==> config.mk <==
export PLATFORM = sky130hd
export DESIGN_NAME = gpio_pad_ctrl
export DESIGN_NICKNAME = d
export VERILOG_FILES = /design/src/rtl/gpio_pad_pkg.sv /design/src/rtl/gpio_cfg_regs.sv /design/src/rtl/gpio_pin_fsm.sv /design/src/rtl/gpio_in_sync.sv /design/src/rtl/gpio_pad_ctrl.sv
export SDC_FILE = /design/constraint.sdc
export NUM_CORES = 1
export LEC_CHECK = 0
export CAP_MARGIN = 30
export CORE_MARGIN = 2
export CORE_UTILIZATION = 50
export CTS_BUF_LIST = sky130_fd_sc_hd__clkbuf_8
export DETAILED_ROUTE_END_ITERATION = 10
export PLACE_DENSITY_LB_ADDON = 0.3
export SETUP_SLACK_MARGIN = 0.02
export SYNTH_ARGS = -nofsm -noshare
export SYNTH_HDL_FRONTEND = slang
export SYNTH_SLANG_ARGS = --single-unit
export TNS_END_PERCENT = 50
==> constraint.sdc <==
create_clock -name clk -period 1.85 [get_ports clk]
set_clock_uncertainty 0.2 [all_clocks]
set_input_delay 0.2775 -clock clk [delete_from_list [all_inputs] [get_ports clk]]
set_output_delay 0.2775 -clock clk [all_outputs]
set_load 0.05 [all_outputs]
==> src/rtl/gpio_pad_pkg.sv <==
`timescale 1ns/1ps
package gpio_pad_pkg;

    typedef enum logic [1:0] {
        MODE_QUASI      = 2'b00,
        MODE_PUSHPULL   = 2'b01,
        MODE_HIZ        = 2'b10,
        MODE_OPEN_DRAIN = 2'b11
    } pad_mode_e;

    typedef enum logic [2:0] {
        PS_OFF      = 3'd0,
        PS_LOW      = 3'd1,
        PS_BOOST    = 3'd2,
        PS_RELEASE  = 3'd3,
        PS_DRIVE_HI = 3'd4
    } pad_state_e;

endpackage

==> src/rtl/gpio_cfg_regs.sv <==
`timescale 1ns/1ps
module gpio_cfg_regs #(
    parameter int NUM_PORTS = 4,
    parameter int PORT_W    = 8,
    localparam int PIDX_W   = $clog2(NUM_PORTS),
    localparam int ADDR_W   = PIDX_W + 1,
    localparam int NUM_PINS = NUM_PORTS * PORT_W
) (
    input  logic                clk,
    input  logic                rst_n,
    input  logic                wr_en,
    input  logic [ADDR_W-1:0]   wr_addr,
    input  logic [PORT_W-1:0]   wr_data,
    output logic [NUM_PINS-1:0] cfg_a,
    output logic [NUM_PINS-1:0] cfg_b
);

    for (genvar p = 0; p < NUM_PORTS; p++) begin : g_port
        logic hit;
        assign hit = wr_en && (wr_addr[ADDR_W-1:1] == PIDX_W'(p));

        always_ff @(posedge clk or negedge rst_n) begin
            if (!rst_n) begin
                cfg_a[p*PORT_W +: PORT_W] <= '0;
                cfg_b[p*PORT_W +: PORT_W] <= '0;
            end else if (hit) begin
                if (wr_addr[0]) cfg_b[p*PORT_W +: PORT_W] <= wr_data;
                else            cfg_a[p*PORT_W +: PORT_W] <= wr_data;
            end
        end
    end

endmodule

==> src/rtl/gpio_pin_fsm.sv <==
`timescale 1ns/1ps
module gpio_pin_fsm
    import gpio_pad_pkg::*;
#(
    parameter bit LOCKED = 1'b0
) (
    input  logic clk,
    input  logic rst_n,
    input  logic mode_a,
    input  logic mode_b,
    input  logic dout_i,
    output logic pu_o,
    output logic pd_o
);

    pad_mode_e  eff_mode;
    pad_state_e state_q, state_d;
    logic       prev_dout;

    assign eff_mode = LOCKED ? MODE_OPEN_DRAIN : pad_mode_e'({mode_b, mode_a});

    always_comb begin
        state_d = PS_OFF;
        unique case (eff_mode)
            MODE_QUASI:      state_d = !dout_i ? PS_LOW
                                     : (!prev_dout ? PS_BOOST : PS_RELEASE);
            MODE_PUSHPULL:   state_d = dout_i ? PS_DRIVE_HI : PS_LOW;
            MODE_HIZ:        state_d = PS_OFF;
            MODE_OPEN_DRAIN: state_d = dout_i ? PS_RELEASE : PS_LOW;
        endcase
    end

    always_ff @(posedge clk or negedge rst_n) begin
        if (!rst_n) begin
            state_q   <= PS_OFF;
            prev_dout <= 1'b0;
        end else begin
            state_q   <= state_d;
            prev_dout <= dout_i;
        end
    end

    always_comb begin
        pu_o = 1'b0;
        pd_o = 1'b0;
        unique case (state_q)
            PS_OFF:      ;
            PS_LOW:      pd_o = 1'b1;
            PS_BOOST:    pu_o = 1'b1;
            PS_RELEASE:  ;
            PS_DRIVE_HI: pu_o = 1'b1;
            default:     ;
        endcase
    end


    no_contention_chk: assert property (@(posedge clk) disable iff (!rst_n)
        !(pu_o && pd_o));


    pp_follow_chk: assert property (@(posedge clk) disable iff (!rst_n)
        (eff_mode == MODE_PUSHPULL) |=> (pu_o == $past(dout_i)) && (pd_o == !$past(dout_i)));


    hiz_quiet_chk: assert property (@(posedge clk) disable iff (!rst_n)
        (eff_mode == MODE_HIZ) |=> (!pu_o && !pd_o));


    quasi_boost_once_chk: assert property (@(posedge clk) disable iff (!rst_n)
        (eff_mode == MODE_QUASI && dout_i && prev_dout) |=> (!pu_o && !pd_o));


    quasi_low_chk: assert property (@(posedge clk) disable iff (!rst_n)
        (eff_mode == MODE_QUASI && !dout_i) |=> (pd_o && !pu_o));

    if (LOCKED) begin : g_lock_chk

        locked_no_pullup_chk: assert property (@(posedge clk) disable iff (!rst_n)
            !pu_o);
    end

endmodule

==> src/rtl/gpio_in_sync.sv <==
`timescale 1ns/1ps
module gpio_in_sync #(
    parameter int W = 32
) (
    input  logic         clk,
    input  logic         rst_n,
    input  logic [W-1:0] pin_i,
    output logic [W-1:0] sync_o
);

    logic [W-1:0] stage1;

    always_ff @(posedge clk or negedge rst_n) begin
        if (!rst_n) begin
            stage1 <= '0;
            sync_o <= '0;
        end else begin
            stage1 <= pin_i;
            sync_o <= stage1;
        end
    end

endmodule

==> src/rtl/gpio_pad_ctrl.sv <==
`timescale 1ns/1ps
module gpio_pad_ctrl #(
    parameter int NUM_PORTS = 4,
    parameter int PORT_W    = 8,
    parameter logic [NUM_PORTS*PORT_W-1:0] LOCK_MASK = 32'h0000_F000,
    localparam int PIDX_W   = $clog2(NUM_PORTS),
    localparam int ADDR_W   = PIDX_W + 1,
    localparam int NUM_PINS = NUM_PORTS * PORT_W
) (
    input  logic                clk,
    input  logic                rst_n,
    input  logic                wr_en,
    input  logic [ADDR_W-1:0]   wr_addr,
    input  logic [PORT_W-1:0]   wr_data,
    input  logic [NUM_PINS-1:0] pin_dout,
    input  logic [NUM_PINS-1:0] pin_in,
    input  logic [PIDX_W-1:0]   rd_sel,
    output logic [PORT_W-1:0]   rd_data,
    output logic [NUM_PINS-1:0] pu_en,
    output logic [NUM_PINS-1:0] pd_en
);

    logic [NUM_PINS-1:0] cfg_a, cfg_b, pin_sync;

    gpio_cfg_regs #(.NUM_PORTS(NUM_PORTS), .PORT_W(PORT_W)) cfg_i (
        .clk     (clk),
        .rst_n   (rst_n),
        .wr_en   (wr_en),
        .wr_addr (wr_addr),
        .wr_data (wr_data),
        .cfg_a   (cfg_a),
        .cfg_b   (cfg_b)
    );

    for (genvar i = 0; i < NUM_PINS; i++) begin : g_pin
        gpio_pin_fsm #(.LOCKED(LOCK_MASK[i])) fsm_i (
            .clk    (clk),
            .rst_n  (rst_n),
            .mode_a (cfg_a[i]),
            .mode_b (cfg_b[i]),
            .dout_i (pin_dout[i]),
            .pu_o   (pu_en[i]),
            .pd_o   (pd_en[i])
        );
    end

    gpio_in_sync #(.W(NUM_PINS)) sync_i (
        .clk    (clk),
        .rst_n  (rst_n),
        .pin_i  (pin_in),
        .sync_o (pin_sync)
    );

    assign rd_data = pin_sync[rd_sel*PORT_W +: PORT_W];


    reset_idle_chk: assert property (@(posedge clk)
        !rst_n |-> (pu_en == '0 && pd_en == '0));

endmodule

==> flow_summary.ini, run 1 <==
[drt]
dr.pass1.iters = 4
wire_per_inst_um = 17.57
drcViolationCount = 0
avgViaCountPerCell = 5.027
ant_nets = 0
vias = 5489
wl_um = 19190
drt_first_iter_violations = 171

[power_and_ir_drop]
p_leak_nw = 5.554
power.density_mw_per_mm2 = 1249
vdd_ir_drop_max_mv = 1.036

[worst_hold_path]
hold_end = sync_i.stage1[6]$_DFF_PN0_
worstHoldStart = pin_in[6]
hp-class = input port to register
hold_depth = 1

[worst_setup_path]
r2r_setup_slack_ps = 750
arrival_ps = 1650
cp_num_buf_inv = 1
slowest_delay_ps = 540
slowest_stage = mux4_2
worst-path-max-fanout = 1
worstPathCellList = mux4_2 -> buf_8
rr_startpoint = cfg_i.cfg_b[1]$_DFFE_PN0P_
path_delay_family = multiplexers
worstPathRequired_ps = 1370
crit_path_end_kind = output pin
rr_worst_depth = 2
startpoint_type = register
r2r-end = g_pin[1].fsm_i.state_q[1]$_DFF_PN0_
path_class = register to output pin

[global_routing]
gr-usage-all-layers_pct = 20.10
met3_usage_pct = 4.164
grt_max_degree = 58
grtUsageMet1_pct = 23.32
grt_use_met2_pct = 36.07
grt-ovfl-total = 0
top_usage_layer = met2
grt_pass1_wl_um = 30580
grt_pass1_vias = 6068
grt_antenna_before_repair = 0

[logic_synthesis]
yosys_warnings = 0
synth_top_area_share_pct = 64.74
synth_commonest_cells = dfrtp_1 (237), buf_4 (64), nor2b_1 (64)
synth_area_sq_mm = 0.009161
synth_cells = 670
synth_top_area_cell = dfrtp_1
postSynthNetCount = 750
ys_types = 21
synth_edf_count = 0
synth-async-reset-ratio_pct = 100.0
synth_seq_cells = 237
synth_area_leaders = dfrtp_1 (65%), mux2_2 (6.9%), buf_4 (5.2%), nor3b_1 (4.6%), nor2b_1 (4.4%)
synth_ff_type = dfrtp_1
synth_area_per_cell_sq_um = 13.67
ys_seq_area_share_pct = 64.74
yosysMostFrequentCell = dfrtp_1

[finish]
area_growth_pct = 38.80
fillCellCount = 1163
diodes = 0
layout.nets = 917
drive_above_1_share_pct = 31.52

[timing]
fin_crit_sh_pct = 114.8
worst_hold_slack_ps = 14.49
rsz0062_at_grt = true
setup_ws_ps = -273.6
hold_viol_final = 0
slew_viol_final = 0
fmax_mhz = 470.9
setup_viol = 37
finalCriticalPeriod_ps = 2124

[clock_tree]
clock_tree.buffer_depth = 3
cts_made_buffers = 38
cts.reportedPaths.clkPinSlew_ps = 60
postCtsSetupBuffers = 0
clock_latency_ps = 520
cts-root-buf = clkbuf_8
h-tree-depth = 2
cts_tree = yes
cts_sinks = 237

[status]
violations = negative setup slack
outcome = finished, violations left

[place]
port_buffers = 151
dp_hpwl_um = 12150
dp_slack_ps = -289.4
gp_congestion = 0.7386

[run]
maxCapViolCount = 0

[floorplanning]
io_pins = 152
std_cell_rows = 49
die_x_um = 139.4
start_util_pct = 51.00
die_h_um = 139.4
core_sq_mm = 0.01796
die-area_sq_mm = 0.01942
## layout make-up
class / count / area, sq um / share of cell area (%)
clock buffers: 52 / 715.7 / 5.628
clock inverters: 14 / 57.56 / 0.4526
inverters: 28 / 105.1 / 0.8265
multi-input cells: 333 / 2897 / 22.78
flip-flops and latches: 237 / 5932 / 46.65
well taps: 229 / 286.5 / 2.253
repair buffers: 199 / 2723 / 21.41
## registers in the layout, summed over array words and instances, names as in the netlist
name / cells
cfg_i.cfg_a: 28
cfg_i.cfg_b: 28
g_pin.fsm_i.prev_dout: 28
g_pin.fsm_i.state_q: 89
sync_i.stage1: 32
sync_i.sync_o: 32
## report_power, final
| group | total, mW | internal (mW) | leakage, nW | switching (mW) |
|---|---|---|---|---|
| logic | 4.90 | 2.48 | 2.27 | 2.42 |
| clock network | 4.46 | 2.49 | 0.443 | 1.97 |
| registers | 6.52 | 5.92 | 2.85 | 0.594 |
| total | 15.9 | 10.9 | 5.55 | 4.98 |
## placed cells by master, fill, tap and decap left out, types with 4 or more instances in the layout
cell               n
dfrtp_1          236
clkdlybuf4s50_1   77
buf_12            72
nor2b_1           56
mux2_2            56
clkbuf_8          52
inv_1             38
dlygate4sd3_1     30
nand2b_1          28
a31oi_1           28
and2_1            28
nor3b_1           28
xnor2_1           27
nor3b_2           23
nor2_2            19
nor2_1             9
buf_4              9
mux4_2             8
buf_6              7
nor3b_4            5
nor2b_4            4
nor2b_2            4
clkinv_2           4
## worst register-to-register path, cell delays in order, from the launching register on
cell and delay [ps]:
dfrtp_1 420, nor2b_1 170, nor3b_1 210
## metrics by stage
| step | total power, mW | area [sq um] | cells | utilization [%] | setup TNS [ps] |
|---|---|---|---|---|---|
| after floorplan | 9.366 | 9161 | 670 | - | 0 |
| after global placement | 11.02 | 11340 | 996 | 63.11 | -9367 |
| after global routing | 16.57 | 12720 | 1092 | 70.79 | -4874 |
| after detailed placement | 11.20 | 11340 | 996 | 63.11 | -10930 |
| final | 15.88 | 12720 | 1092 | 70.79 | -2013 |
| after CTS | 15.91 | 12620 | 1091 | 70.27 | -3606 |
## worst max path at each step
stage,from,end,slack [ps],cells past startpoint
after floorplan,rd_sel[0],rd_data[0],180,2
after global placement,rd_sel[0],rd_data[4],-260,4
after detailed placement,rd_sel[0],rd_data[6],-290,4
after CTS,sync_i.sync_o[6]$_DFF_PN0_,rd_data[6],-220,2
after global routing,sync_i.sync_o[30]$_DFF_PN0_,rd_data[6],-280,2
final,sync_i.sync_o[30]$_DFF_PN0_,rd_data[6],-270,2
## metal layers
layer	wire (um)	vias to the layer above
li1	-	2498
met1	7384	2809
met2	10240	139
met3	917	43
met4	640	0
met5	0	-
## repair_timing
item / in CTS / in global routing
pin swaps: 13 / 13
endpoints found under the setup margin: 72 / 72
hold buffers: 29 / 1
resized for setup: 53 / 24
hold endpoints to repair: 265 / 1
cloned: 0 / 0
## cells by family (layout without fill, tap and decap cells)
| group | count (synthesis) | after routing | synth area share, % |
|---|---|---|---|
| other | 1 | 1 | 0.04093 |
| flip-flops | 237 | 237 | 64.74 |
| buffers and inverters | 100 | 293 | 6.883 |
| AO/OA/AOI/OAI | 28 | 28 | 1.912 |
| XOR/XNOR | 28 | 28 | 2.677 |
| multiplexers | 64 | 64 | 8.850 |
| AND/OR/NAND/NOR | 212 | 212 | 14.90 |
No activity file was read; power rests on OpenSTA's default activity.
==> inputs of run 2 (changes only) <==
--- a/constraint.sdc
+++ b/constraint.sdc
@@ -4,2 +4,2 @@
 set_output_delay 0.2775 -clock clk [all_outputs]
-set_load 0.05 [all_outputs]
+set_load 0.005 [all_outputs]
==> run 2 against run 1 <==
Compared with the run above:
- the run still ends with negative setup slack left
- flip-flop and latch count is the same
- largest power group unchanged
- critical path type unchanged
- cell count is 2.7% higher
- clock power decreased by 10%
- die area did not move
==> flow_summary.ini, run 2 (synthesized netlist as in run 1, its figures left out) <==
[status]
outcome = finished, violations left
violations = negative setup slack

[finish]
biggestRegsByFlops = g_pin.fsm_i.state_q (89), sync_i.stage1 (32), sync_i.sync_o (32)
design_area_sq_mm = 0.01178
largest-register = g_pin.fsm_i.state_q
stdcell_count = 1121
largest_register_ffs = 89
fillCellCount = 1339
fin_util_pct = 65.58
drive_above_1_share_pct = 28.62
mostFrequentLayoutCells = dfrtp_1 (236), clkdlybuf4s50_1 (77), nor2b_1 (63)
layout.nets = 947
final_common_cell = dfrtp_1
area_growth_pct = 28.60

[worst_setup_path]
path_class = register to output pin
worstPathRequired_ps = 1370
rr_worst_depth = 2
slowest_delay_ps = 460
slowest_stage = mux4_2
worstPathCellList = mux4_2 -> buf_2
arrival_ps = 1500
worst-path-max-fanout = 1
startpoint_type = register
r2r_setup_slack_ps = 770
crit_path_end_kind = output pin

[floorplanning]
die_h_um = 139.4
die_x_um = 139.4
io_pins = 152
core_sq_mm = 0.01796
std_cell_rows = 49
die-area_sq_mm = 0.01942
start_util_pct = 51.00

[drt]
drt_first_iter_violations = 145
drcViolationCount = 0
avgViaCountPerCell = 4.868
ant_nets = 0
vias = 5457
wl_um = 17740
wire_per_inst_um = 15.82
dr.pass1.iters = 4

[place]
gp_congestion = 0.7790
placed_area_sq_mm = 0.01072
dp_slack_ps = -560.2
port_buffers = 151
dp_hpwl_um = 11880
dp.cells = 998

[clock_tree]
cts-root-buf = clkbuf_8
cts_tree = yes
h-tree-depth = 2
cts.reportedPaths.clkPinSlew_ps = 60
cts_sinks = 237
cts_made_buffers = 39
clock_latency_ps = 520
clock_tree.buffer_depth = 3

[timing]
setup_ws_ps = -124.1
fmax_mhz = 506.6
setup_viol = 10
fin_crit_sh_pct = 106.7
finalCriticalPeriod_ps = 1974
slew_viol_final = 0
rsz0062_at_grt = true
worst_hold_slack_ps = 36.43
tns_ps = -934.4
hold_viol_final = 0

[worst_hold_path]
hold_depth = 1
hp-class = input port to register

[power_and_ir_drop]
vdd_ir_drop_max_mv = 0.6088
p_leak_nw = 5.358
power.density_mw_per_mm2 = 1095
total_power_mw = 12.90

[global_routing]
grt-ovfl-total = 0
grt_antenna_before_repair = 1
grt_max_degree = 55
grt_pass1_wl_um = 29410
gr-usage-all-layers_pct = 18.98
grt_pass1_vias = 6065

[run]
maxCapViolCount = 0
run 2: final cells by class:
type	instances	area, sq um	area share, %
tap	229	286.5	2.432
multi-input combinational	333	2781	23.61
sequential	237	5932	50.35
antenna	1	2.502	0.02124
clock inverter	22	93.84	0.7965
timing repair buffer	228	1988	16.88
clock buffer	43	591.8	5.023
inverter	28	105.1	0.8921
run 2: layer usage:
| layer | vias to the layer above | part of all wire [%] | GRT usage [%] |
|---|---|---|---|
| met4 | 0 | 2.3 | 6.752 |
| met3 | 38 | 5.4 | 4.646 |
| met5 | - | 0 | 0 |
| li1 | 2559 | - | - |
| met2 | 139 | 52 | 33.18 |
| met1 | 2721 | 40 | 23.02 |
run 2: path summary, 6_finish.rpt:
kind,start,to
setup / recovery,sync_i.sync_o[31]$_DFF_PN0_,rd_data[7]
hold / removal,pin_in[12],sync_i.stage1[12]$_DFF_PN0_
setup reg to reg,cfg_i.cfg_b[3]$_DFFE_PN0P_,g_pin[3].fsm_i.state_q[1]$_DFF_PN0_
hold reg to reg,sync_i.stage1[23]$_DFF_PN0_,sync_i.sync_o[23]$_DFF_PN0_
max in group asynchronous,rst_n,g_pin[2].fsm_i.state_q[2]$_DFF_PN0_
min in group asynchronous,rst_n,sync_i.sync_o[29]$_DFF_PN0_
run 2: worst max-delay path: cells and delay by family, from the launching register on:
kind	cells	cell delay, ps
buf+inv	1	140
mux	1	460
flops	1	370
run 2: what timing repair did:
item | 4_1_cts | 5_1_grt
setup buffers | 15 | 8
gates resized for setup | 269 | 43
endpoints found under the hold margin | 269 | 1
pin swaps | 33 | 33
hold buffers | 33 | 1
setup endpoints to repair | 72 | 49
run 2: power by group:
group	switching [mW]	internal, mW	leakage [nW]
clock	1.90	2.11	0.411
sequential	0.515	5.93	2.85
combinational	0.960	1.48	2.10
total	3.38	9.52	5.36
